==> src/rtl/sram_seq_pkg.sv <==
package sram_seq_pkg;

   typedef enum logic [2:0] {
      ST_IDLE,
      ST_WSETUP,
      ST_WSTROBE,
      ST_WRELEASE,
      ST_RACCESS,
      ST_RSAMPLE,
      ST_TURN
   } seq_state_e;

   typedef struct packed {
      logic sel;        // both selects active
      logic wr_strobe;  // write strobe asserted
      logic rd_en;      // output enable asserted
      logic drive;      // controller drives data bus
   } pin_ctl_t;

   localparam pin_ctl_t PINS_STANDBY = '0;

   function automatic int ns_to_cyc(input int ns, input int clk_ns);
      int c;
      c = (ns + clk_ns - 1) / clk_ns;
      return (c < 1) ? 1 : c;
   endfunction

   function automatic pin_ctl_t decode_pins(input seq_state_e s);
      pin_ctl_t p;
      p = PINS_STANDBY;
      case (s)
         ST_WSETUP:   begin p.sel = 1'b1; p.drive = 1'b1; end
         ST_WSTROBE:  begin p.sel = 1'b1; p.wr_strobe = 1'b1; p.drive = 1'b1; end
         ST_WRELEASE: begin p.sel = 1'b1; p.drive = 1'b1; end
         ST_RACCESS:  begin p.sel = 1'b1; p.rd_en = 1'b1; end
         default:     p = PINS_STANDBY;
      endcase
      return p;
   endfunction

endpackage

==> src/rtl/sram_phase_timer.sv <==
module sram_phase_timer #(
   parameter int MAX_COUNT = 4,
   parameter int CNT_W     = $clog2(MAX_COUNT + 1)
) (
   input  logic             clk,
   input  logic             rst_n,
   input  logic             load,
   input  logic [CNT_W-1:0] load_val,
   output logic             done
);

   logic [CNT_W-1:0] cnt_q;

   always_ff @(posedge clk or negedge rst_n) begin
      if (!rst_n) begin
         cnt_q <= '0;
      end else if (load) begin
         cnt_q <= load_val;
      end else if (cnt_q != '0) begin
         cnt_q <= cnt_q - 1'b1;
      end
   end

   assign done = (cnt_q == '0);

endmodule

==> src/rtl/sram_pin_driver.sv <==
module sram_pin_driver
   import sram_seq_pkg::*;
(
   input  logic       clk,
   input  logic       rst_n,
   input  seq_state_e nxt_state,
   output pin_ctl_t   pins
);

   // Pins are registered from the next state so they leave flops glitch-free
   // and line up with the state register.
   always_ff @(posedge clk or negedge rst_n) begin
      if (!rst_n) begin
         pins <= PINS_STANDBY;
      end else begin
         pins <= decode_pins(nxt_state);
      end
   end

endmodule

==> src/rtl/sram_read_capture.sv <==
module sram_read_capture #(
   parameter int DATA_W = 8
) (
   input  logic              clk,
   input  logic              rst_n,
   input  logic              capture,
   input  logic [DATA_W-1:0] dq_in,
   output logic [DATA_W-1:0] rd_data,
   output logic              rd_valid
);

   always_ff @(posedge clk or negedge rst_n) begin
      if (!rst_n) begin
         rd_data  <= '0;
         rd_valid <= 1'b0;
      end else begin
         rd_valid <= capture;
         if (capture) begin
            rd_data <= dq_in;
         end
      end
   end

endmodule

==> src/rtl/sram_seq_ctrl.sv <==
module sram_seq_ctrl
   import sram_seq_pkg::*;
#(
   parameter int ADDR_W          = 17,
   parameter int DATA_W          = 8,
   parameter int CLK_NS          = 10,
   parameter int SETUP_NS        = 2,
   parameter int WP_NS           = 7,
   parameter int DW_NS           = 6,
   parameter int ACC_NS          = 10,
   parameter int OHZ_NS          = 3,
   parameter int SETUP_CYC       = ns_to_cyc(SETUP_NS, CLK_NS),
   parameter int WRITE_PULSE_CYC = ns_to_cyc(WP_NS, CLK_NS),
   parameter int READ_ACCESS_CYC = ns_to_cyc(ACC_NS, CLK_NS),
   parameter int TURNAROUND_CYC  = ns_to_cyc(OHZ_NS, CLK_NS)
) (
   input  logic              clk,
   input  logic              rst_n,
   input  logic              req_valid,
   input  logic              req_write,
   input  logic [ADDR_W-1:0] req_addr,
   input  logic [DATA_W-1:0] req_wdata,
   output logic              req_ready,
   output logic [DATA_W-1:0] rd_data,
   output logic              rd_valid,
   output logic [ADDR_W-1:0] mem_addr,
   output logic              mem_ce_n,
   output logic              mem_ce,
   output logic              mem_we_n,
   output logic              mem_oe_n,
   output logic [DATA_W-1:0] mem_dq_out,
   output logic              mem_dq_oe,
   input  logic [DATA_W-1:0] mem_dq_in
);

   localparam int MAX_A     = (SETUP_CYC > WRITE_PULSE_CYC) ? SETUP_CYC : WRITE_PULSE_CYC;
   localparam int MAX_B     = (READ_ACCESS_CYC > TURNAROUND_CYC) ? READ_ACCESS_CYC : TURNAROUND_CYC;
   localparam int MAX_PHASE = (MAX_A > MAX_B) ? MAX_A : MAX_B;
   localparam int CNT_W     = $clog2(MAX_PHASE + 1);

   localparam logic [CNT_W-1:0] LD_SETUP = CNT_W'(SETUP_CYC - 1);
   localparam logic [CNT_W-1:0] LD_PULSE = CNT_W'(WRITE_PULSE_CYC - 1);
   localparam logic [CNT_W-1:0] LD_ACC   = CNT_W'(READ_ACCESS_CYC - 1);
   localparam logic [CNT_W-1:0] LD_TURN  = CNT_W'(TURNAROUND_CYC - 1);

   // elaboration-time parameter checks
   generate
      if (ADDR_W < 1 || DATA_W < 1) begin : g_bad_width
         $error("sram_seq_ctrl: address and data widths must be positive");
      end
      if (SETUP_CYC < 1 || WRITE_PULSE_CYC < 1 || READ_ACCESS_CYC < 1 || TURNAROUND_CYC < 1) begin : g_bad_phase
         $error("sram_seq_ctrl: every phase needs at least one clock");
      end
      if ((SETUP_CYC + WRITE_PULSE_CYC) * CLK_NS < DW_NS) begin : g_bad_setup
         $error("sram_seq_ctrl: data setup before strobe end is too short");
      end
   endgenerate

   seq_state_e        state_q, state_d;
   logic              tmr_load;
   logic [CNT_W-1:0]  tmr_val;
   logic              phase_done;
   logic              accept;
   logic              capture;
   logic [ADDR_W-1:0] addr_q;
   logic [DATA_W-1:0] wdata_q;
   pin_ctl_t          pins;

   assign req_ready = (state_q == ST_IDLE);
   assign accept    = req_valid && req_ready;
   assign capture   = (state_q == ST_RACCESS) && phase_done;

   always_comb begin
      state_d  = state_q;
      tmr_load = 1'b0;
      tmr_val  = '0;
      case (state_q)
         ST_IDLE: begin
            if (req_valid) begin
               tmr_load = 1'b1;
               if (req_write) begin
                  state_d = ST_WSETUP;
                  tmr_val = LD_SETUP;
               end else begin
                  state_d = ST_RACCESS;
                  tmr_val = LD_ACC;
               end
            end
         end
         ST_WSETUP: begin
            if (phase_done) begin
               state_d  = ST_WSTROBE;
               tmr_load = 1'b1;
               tmr_val  = LD_PULSE;
            end
         end
         ST_WSTROBE: begin
            if (phase_done) state_d = ST_WRELEASE;
         end
         ST_WRELEASE: state_d = ST_IDLE;
         ST_RACCESS: begin
            if (phase_done) state_d = ST_RSAMPLE;
         end
         ST_RSAMPLE: begin
            state_d  = ST_TURN;
            tmr_load = 1'b1;
            tmr_val  = LD_TURN;
         end
         ST_TURN: begin
            if (phase_done) state_d = ST_IDLE;
         end
         default: state_d = ST_IDLE;
      endcase
   end

   always_ff @(posedge clk or negedge rst_n) begin
      if (!rst_n) begin
         state_q <= ST_IDLE;
         addr_q  <= '0;
         wdata_q <= '0;
      end else begin
         state_q <= state_d;
         if (accept) begin
            addr_q <= req_addr;
            if (req_write) wdata_q <= req_wdata;
         end
      end
   end

   sram_phase_timer #(
      .MAX_COUNT (MAX_PHASE),
      .CNT_W     (CNT_W)
   ) i_timer (
      .clk      (clk),
      .rst_n    (rst_n),
      .load     (tmr_load),
      .load_val (tmr_val),
      .done     (phase_done)
   );

   sram_pin_driver i_pins (
      .clk       (clk),
      .rst_n     (rst_n),
      .nxt_state (state_d),
      .pins      (pins)
   );

   sram_read_capture #(
      .DATA_W (DATA_W)
   ) i_capture (
      .clk      (clk),
      .rst_n    (rst_n),
      .capture  (capture),
      .dq_in    (mem_dq_in),
      .rd_data  (rd_data),
      .rd_valid (rd_valid)
   );

   assign mem_addr   = addr_q;
   assign mem_dq_out = wdata_q;
   assign mem_ce     = pins.sel;
   assign mem_ce_n   = ~pins.sel;
   assign mem_we_n   = ~pins.wr_strobe;
   assign mem_oe_n   = ~pins.rd_en;
   assign mem_dq_oe  = pins.drive;

endmodule

==> config.mk <==
export PLATFORM = sky130hd
export DESIGN_NAME = sram_seq_ctrl
export DESIGN_NICKNAME = d
export VERILOG_FILES = /design/src/rtl/sram_seq_pkg.sv /design/src/rtl/sram_phase_timer.sv /design/src/rtl/sram_pin_driver.sv /design/src/rtl/sram_read_capture.sv /design/src/rtl/sram_seq_ctrl.sv
export SDC_FILE = /design/constraint.sdc
export NUM_CORES = 1
export LEC_CHECK = 0
export BUFFER_PORTS_ARGS = -buffer_cell sky130_fd_sc_hd__buf_4
export CORE_ASPECT_RATIO = 1.2
export CORE_MARGIN = 2
export CORE_UTILIZATION = 51
export CTS_BUF_LIST = sky130_fd_sc_hd__clkbuf_2 sky130_fd_sc_hd__clkbuf_4 sky130_fd_sc_hd__clkbuf_8
export DETAILED_ROUTE_END_ITERATION = 12
export PLACE_DENSITY = 0.86
export SLEW_MARGIN = 20
export SYNTH_ARGS = -nofsm -noshare
export SYNTH_HDL_FRONTEND = slang
export SYNTH_SLANG_ARGS = --single-unit
==> constraint.sdc <==
create_clock -name clk -period 4.4 [get_ports clk]
set_input_delay 0.44 -clock clk [delete_from_list [all_inputs] [get_ports clk]]
set_output_delay 0.44 -clock clk [all_outputs]
set_load 0.005 [all_outputs]
Yosys cells after proc, flatten, opt, wreduce, memory -nomap -nowiden
Index checks and enable logic that the tools add are counted.
- flip-flop bits (word level): 42
- input port bits: 37
- output and inout bits: 40
- word-level logic and storage cells: 46
- add/sub/neg operators: 1
- equal/unequal tests: 9
- multiplexer cells: 16
- bitwise logic cells: 4
- reductions and logical operators: 6
- operators by type and width (kind ; count):
    $mux W3 ; 6
    $pmux W3 S6 ; 1
    $eq A3 B3 Y1 const B ; 4
    $eq A3 B2 Y1 const B ; 3
    $mux W1 ; 8
    $eq A3 B1 Y1 const B ; 2
    $not A1 Y1 ; 4
    $reduce_or A4 Y1 ; 1
    $logic_not A3 Y1 ; 1
    $pmux W1 S3 ; 1
    $reduce_or A3 Y1 ; 1
    $logic_and A1 B1 Y1 ; 2
    $reduce_and A2 Y1 ; 1
    $sub A1 B1 Y1 const B ; 1

Depth between registers and ports, before layout
- depth after elaboration: 6
- depth in mapped cells: 6
- gate-level depth less buffers: 3

By module
Synthesis repeated with hierarchy kept, for this count alone.
- cell total of the unflattened synthesis: 108
- area, all modules: 1687.9 sq um
- by module, submodules not included (module ; times used ; cells an instance ; area each (sq um) ; seq. area each (sq um)):
    sram_seq_ctrl ; 1 ; 78 ; 1162.4 ; 700.7
    sram_read_capture ; 1 ; 18 ; 356.6 ; 225.2
    sram_pin_driver ; 1 ; 9 ; 133.9 ; 100.1
    sram_phase_timer ; 1 ; 3 ; 35.0 ; 25.0

Worst setup path after synthesis
No wires, ideal clock.
- path type: register -> register
- from: reg state_q[2]
- to: reg addr_q[10], in the netlist mem_addr[10]
- library setup time: 0.125 ns
- data arrival time: 1.385 ns
- data required time: 4.275 ns
- setup slack: 2.890 ns
- cell stages (with the launch flop): 7
- path buffers: 3
- period minus slack after synthesis: 1.510 ns
- cell sequence: dfrtp_1 -> buf_6 -> nor3_4 -> and2_4 -> buf_12 -> buf_12 -> mux2_4
- cells in the longest elaborated chain, start to end: 2
- RTL lines (what ; RTL line ; source):
    start: declaration ; sram_seq_ctrl.sv:59 ; seq_state_e state_q, state_d;
    start signal: assignment ; sram_seq_ctrl.sv:122 ; state_q <= state_d;
    $logic_not A3 Y1 ; sram_seq_ctrl.sv:69 ; assign req_ready = (state_q == ST_IDLE);
    via req_ready ; sram_seq_ctrl.sv:23 ; output logic req_ready,
    $logic_and A1 B1 Y1 ; sram_seq_ctrl.sv:70 ; assign accept = req_valid && req_ready;
    end signal: assignment ; sram_seq_ctrl.sv:124 ; addr_q <= req_addr;
    end: declaration ; sram_seq_ctrl.sv:65 ; logic [ADDR_W-1:0] addr_q;
The timed path passes the listed nets, and every way through them passes these cells.
A chain may end at the register's enable or synchronous reset.

Worst setup path after layout
- from: reg state_q[0]
- to: out req_ready
- cells in the longest elaborated chain, start to end: 1
- RTL lines (what ; RTL line):
    $logic_not A3 Y1 ; sram_seq_ctrl.sv:69
    end: declaration ; sram_seq_ctrl.sv:23
No other way between the ends.

==> qor.csv <==
stage,metric,value,unit
finish,drive_gt1_share,68.5,%
clock_tree,cts_resized,0,
yosys,synthAdderAreaFrac,0,%
pwr,irDropWorstVdd,0.000419,V
clock_tree,cts_buffers,5,
clock_tree,clk_pin_slew,0.11,ns
worst_setup_path,worstPathRequired,3.96,ns
sta,hold_viol_final,0,
placed_design,io_buffers,76,
grt,grt_pass1_wl,5.33,mm
sta,fmax,0.593,GHz
yosys,netlist_instances,101,
clock_tree,cts.sinks,41,
clock_tree,cts_root_buf,clkbuf_4,
placed_design,dp_slack,2.31,ns
finish,mostFrequentLayoutCell,buf_4,
floorplanning,dieWidth,55.9,µm
yosys,synthXorXnorAreaFrac,0,%
route,routed_wl,3.08,mm
finish,final_nets,214,
sta,rsz0062_at_grt,false,
hold_path,holdCritPathClass,primary input to asynchronous set/reset pin,
status,outcome,finished clean,
worst_setup_path,r2r_end,i_capture.rd_data[6]$_DFFE_PN0P_,
yosys,synth_top_family_by_area,multiplexers,
yosys,synthesis.nets,138,
clock_tree,cts_hold_buf,0,
route,firstDrtPassIters,4,
yosys,synth_top_area_share,62.3,%
floorplanning,die_area,3700,µm²
worst_setup_path,cp_max_fo,11,
sta,fin_crit_sh,38.3,%
sta,fin_ws,2.71,ns
floorplanning,initial_utilization,53.4,%
placed_design,hpwl,2.33,mm
pwr,power.leakage,1.11,nW
clock_tree,cts_max_level,2,
sta,finalMaxSlewViolations,0,
route,drc,0,
grt,grt_pass1_vias,1125,
yosys,synth_seq_cells,41,
clock_tree,clock_latency,0.34,ns
route,drt_iter0_drc,20,
finish,nFillCells,204,
finish,layout_common_cells,"76 x buf_4, 41 x dfrtp_1, 24 x mux2_2",
floorplanning,pin_count,77,
yosys,syn_area_per_cell,16.3,µm²
finish,insertedDiodeCount,0,
route,ant_nets,0,
job,drv_cap,0,
yosys,yosysTopAreaCell,dfrtp_1,
grt,grt_use_total,18.9,%
yosys,synth.distinct_cells,18,
placed_design,place.gp.congestion,0.755,
pwr,cellPowerDensity,689,nW/µm²
yosys,seq_area_frac_synth,62.3,%
route,wl_per_cell,14.4,µm
sta,fin_tns_setup,0,ns
route,viasPerCell,5.10,
clock_tree,clock_path_buffers,2,
grt,grt-ovfl-total,0,
worst_setup_path,crit_type,flip-flop to primary output,
grt,antenna_found_initial,0,
finish,register_area,1030,µm²
yosys,synthSimpleGateAreaFrac,4.48,%
sta,worst-slew-pin-transition,0.652,ns
worst_setup_path,reg2reg_slack,2.73,ns
sta,fin_crit,1.69,ns
finish,multi_input_area,542,µm²
yosys,ys_top_cells_by_area,"dfrtp_1 62%, mux2_2 16%, mux2_4 9.1%",
yosys,synth_compound_area_share,2.58,%
worst_setup_path,start_kind,flip-flop,
floorplanning,core,3080,µm²
floorplanning,die_h,66.2,µm
route,via_count,1091,
floorplanning,rows,22,
yosys,synth_area,1650,µm²
yosys,muxShareOfSynthArea,25.5,%
worst_setup_path,worst-endpoint-arrival,1.25,ns
clock_tree,cts_tree,yes,
sta,final.setup_skew,0.00436,ns
yosys,yosysWarnings,0,
clock_tree,cts_setup_buffers,0,
grt,grt_max_degree,42,
worst_setup_path,reg2reg_depth,2,
sta,relSlewSlack,56.4,%
sta,setup_violations,0,
worst_setup_path,worst_setup_path_end_kind,primary output,
worst_setup_path,r2r_start,state_q[2]$_DFF_PN0_,
finish,synthToLayoutAreaGrowth,37.5,%
[final cells by class]
cell class | instances | share of cell area [%]
sequential | 41 | 45.3
timing repair buffer | 76 | 25.2
clock inverter | 1 | 0.221
inverter | 3 | 0.497
multi-input combinational | 50 | 23.9
tap | 36 | 1.99
clock buffer | 7 | 2.87
[per-layer routing]
metal	track usage, %	part of all wire, %
met1	23.3	39
met2	31.4	51
met3	5.68	8.8
met4	7.14	1.2
met5	0	0
[sequential cells by signal (all words and copies together) (netlist names)]
register,count
mem_addr,17
i_capture.rd_data,8
mem_dq_out,8
i_pins.pins,4
state_q,3
i_capture.rd_valid,1
[worst max path at each step]
stage                               from                               end  cells after the start
floorplan           state_q[2]$_DFF_PN0_          mem_addr[10]$_DFFE_PN0P_                      6
global placement    state_q[1]$_DFF_PN0_  i_capture.rd_data[6]$_DFFE_PN0P_                      2
detailed placement  state_q[1]$_DFF_PN0_  i_capture.rd_data[5]$_DFFE_PN0P_                      2
CTS                 state_q[2]$_DFF_PN0_  i_capture.rd_data[6]$_DFFE_PN0P_                      2
global route        state_q[2]$_DFF_PN0_  i_capture.rd_data[6]$_DFFE_PN0P_                      2
finish              state_q[0]$_DFF_PN0_                         req_ready                      2
[critical path: stages (launching register included)]
cell	delay, ns
dfrtp_1	0.53
nor3_4	0.24
buf_4	0.14
[cell usage after synthesis, drive strengths merged]
cell    instances
a21oi           1
clkbuf          1
inv             3
nor3            2
mux2           34
nor2            3
a211oi          5
and2            1
dfrtp          41
nor3b           2
and3            1
buf             6
nor4bb          1
[per-stage QoR]
step	hold slack, ns	total power, mW	instances	util, %	cell area (µm²)
2_1_floorplan	0.144	1.05	101	-	1650
6_report	0.0558	1.56	214	73.5	2260
3_3_place_gp	0.432	1.34	206	71.0	2190
3_5_place_dp	0.446	1.37	206	71.0	2190
4_1_cts	0.0524	1.58	214	73.3	2260
5_1_grt	0.0626	1.67	214	73.5	2260
[power by group]
part	internal [mW]	leakage, nW	switching (mW)
combinational	0.457	0.574	0.204
sequential	0.563	0.493	0.133
clock	0.0927	0.0413	0.112
[kinds of logic after synthesis]
group,Yosys count
buffers and inverters,10
AOI/OAI and AO/OA,6
DFF,41
and+or+nand+nor,10
muxes,34
Power figures use the tool's default switching activity.
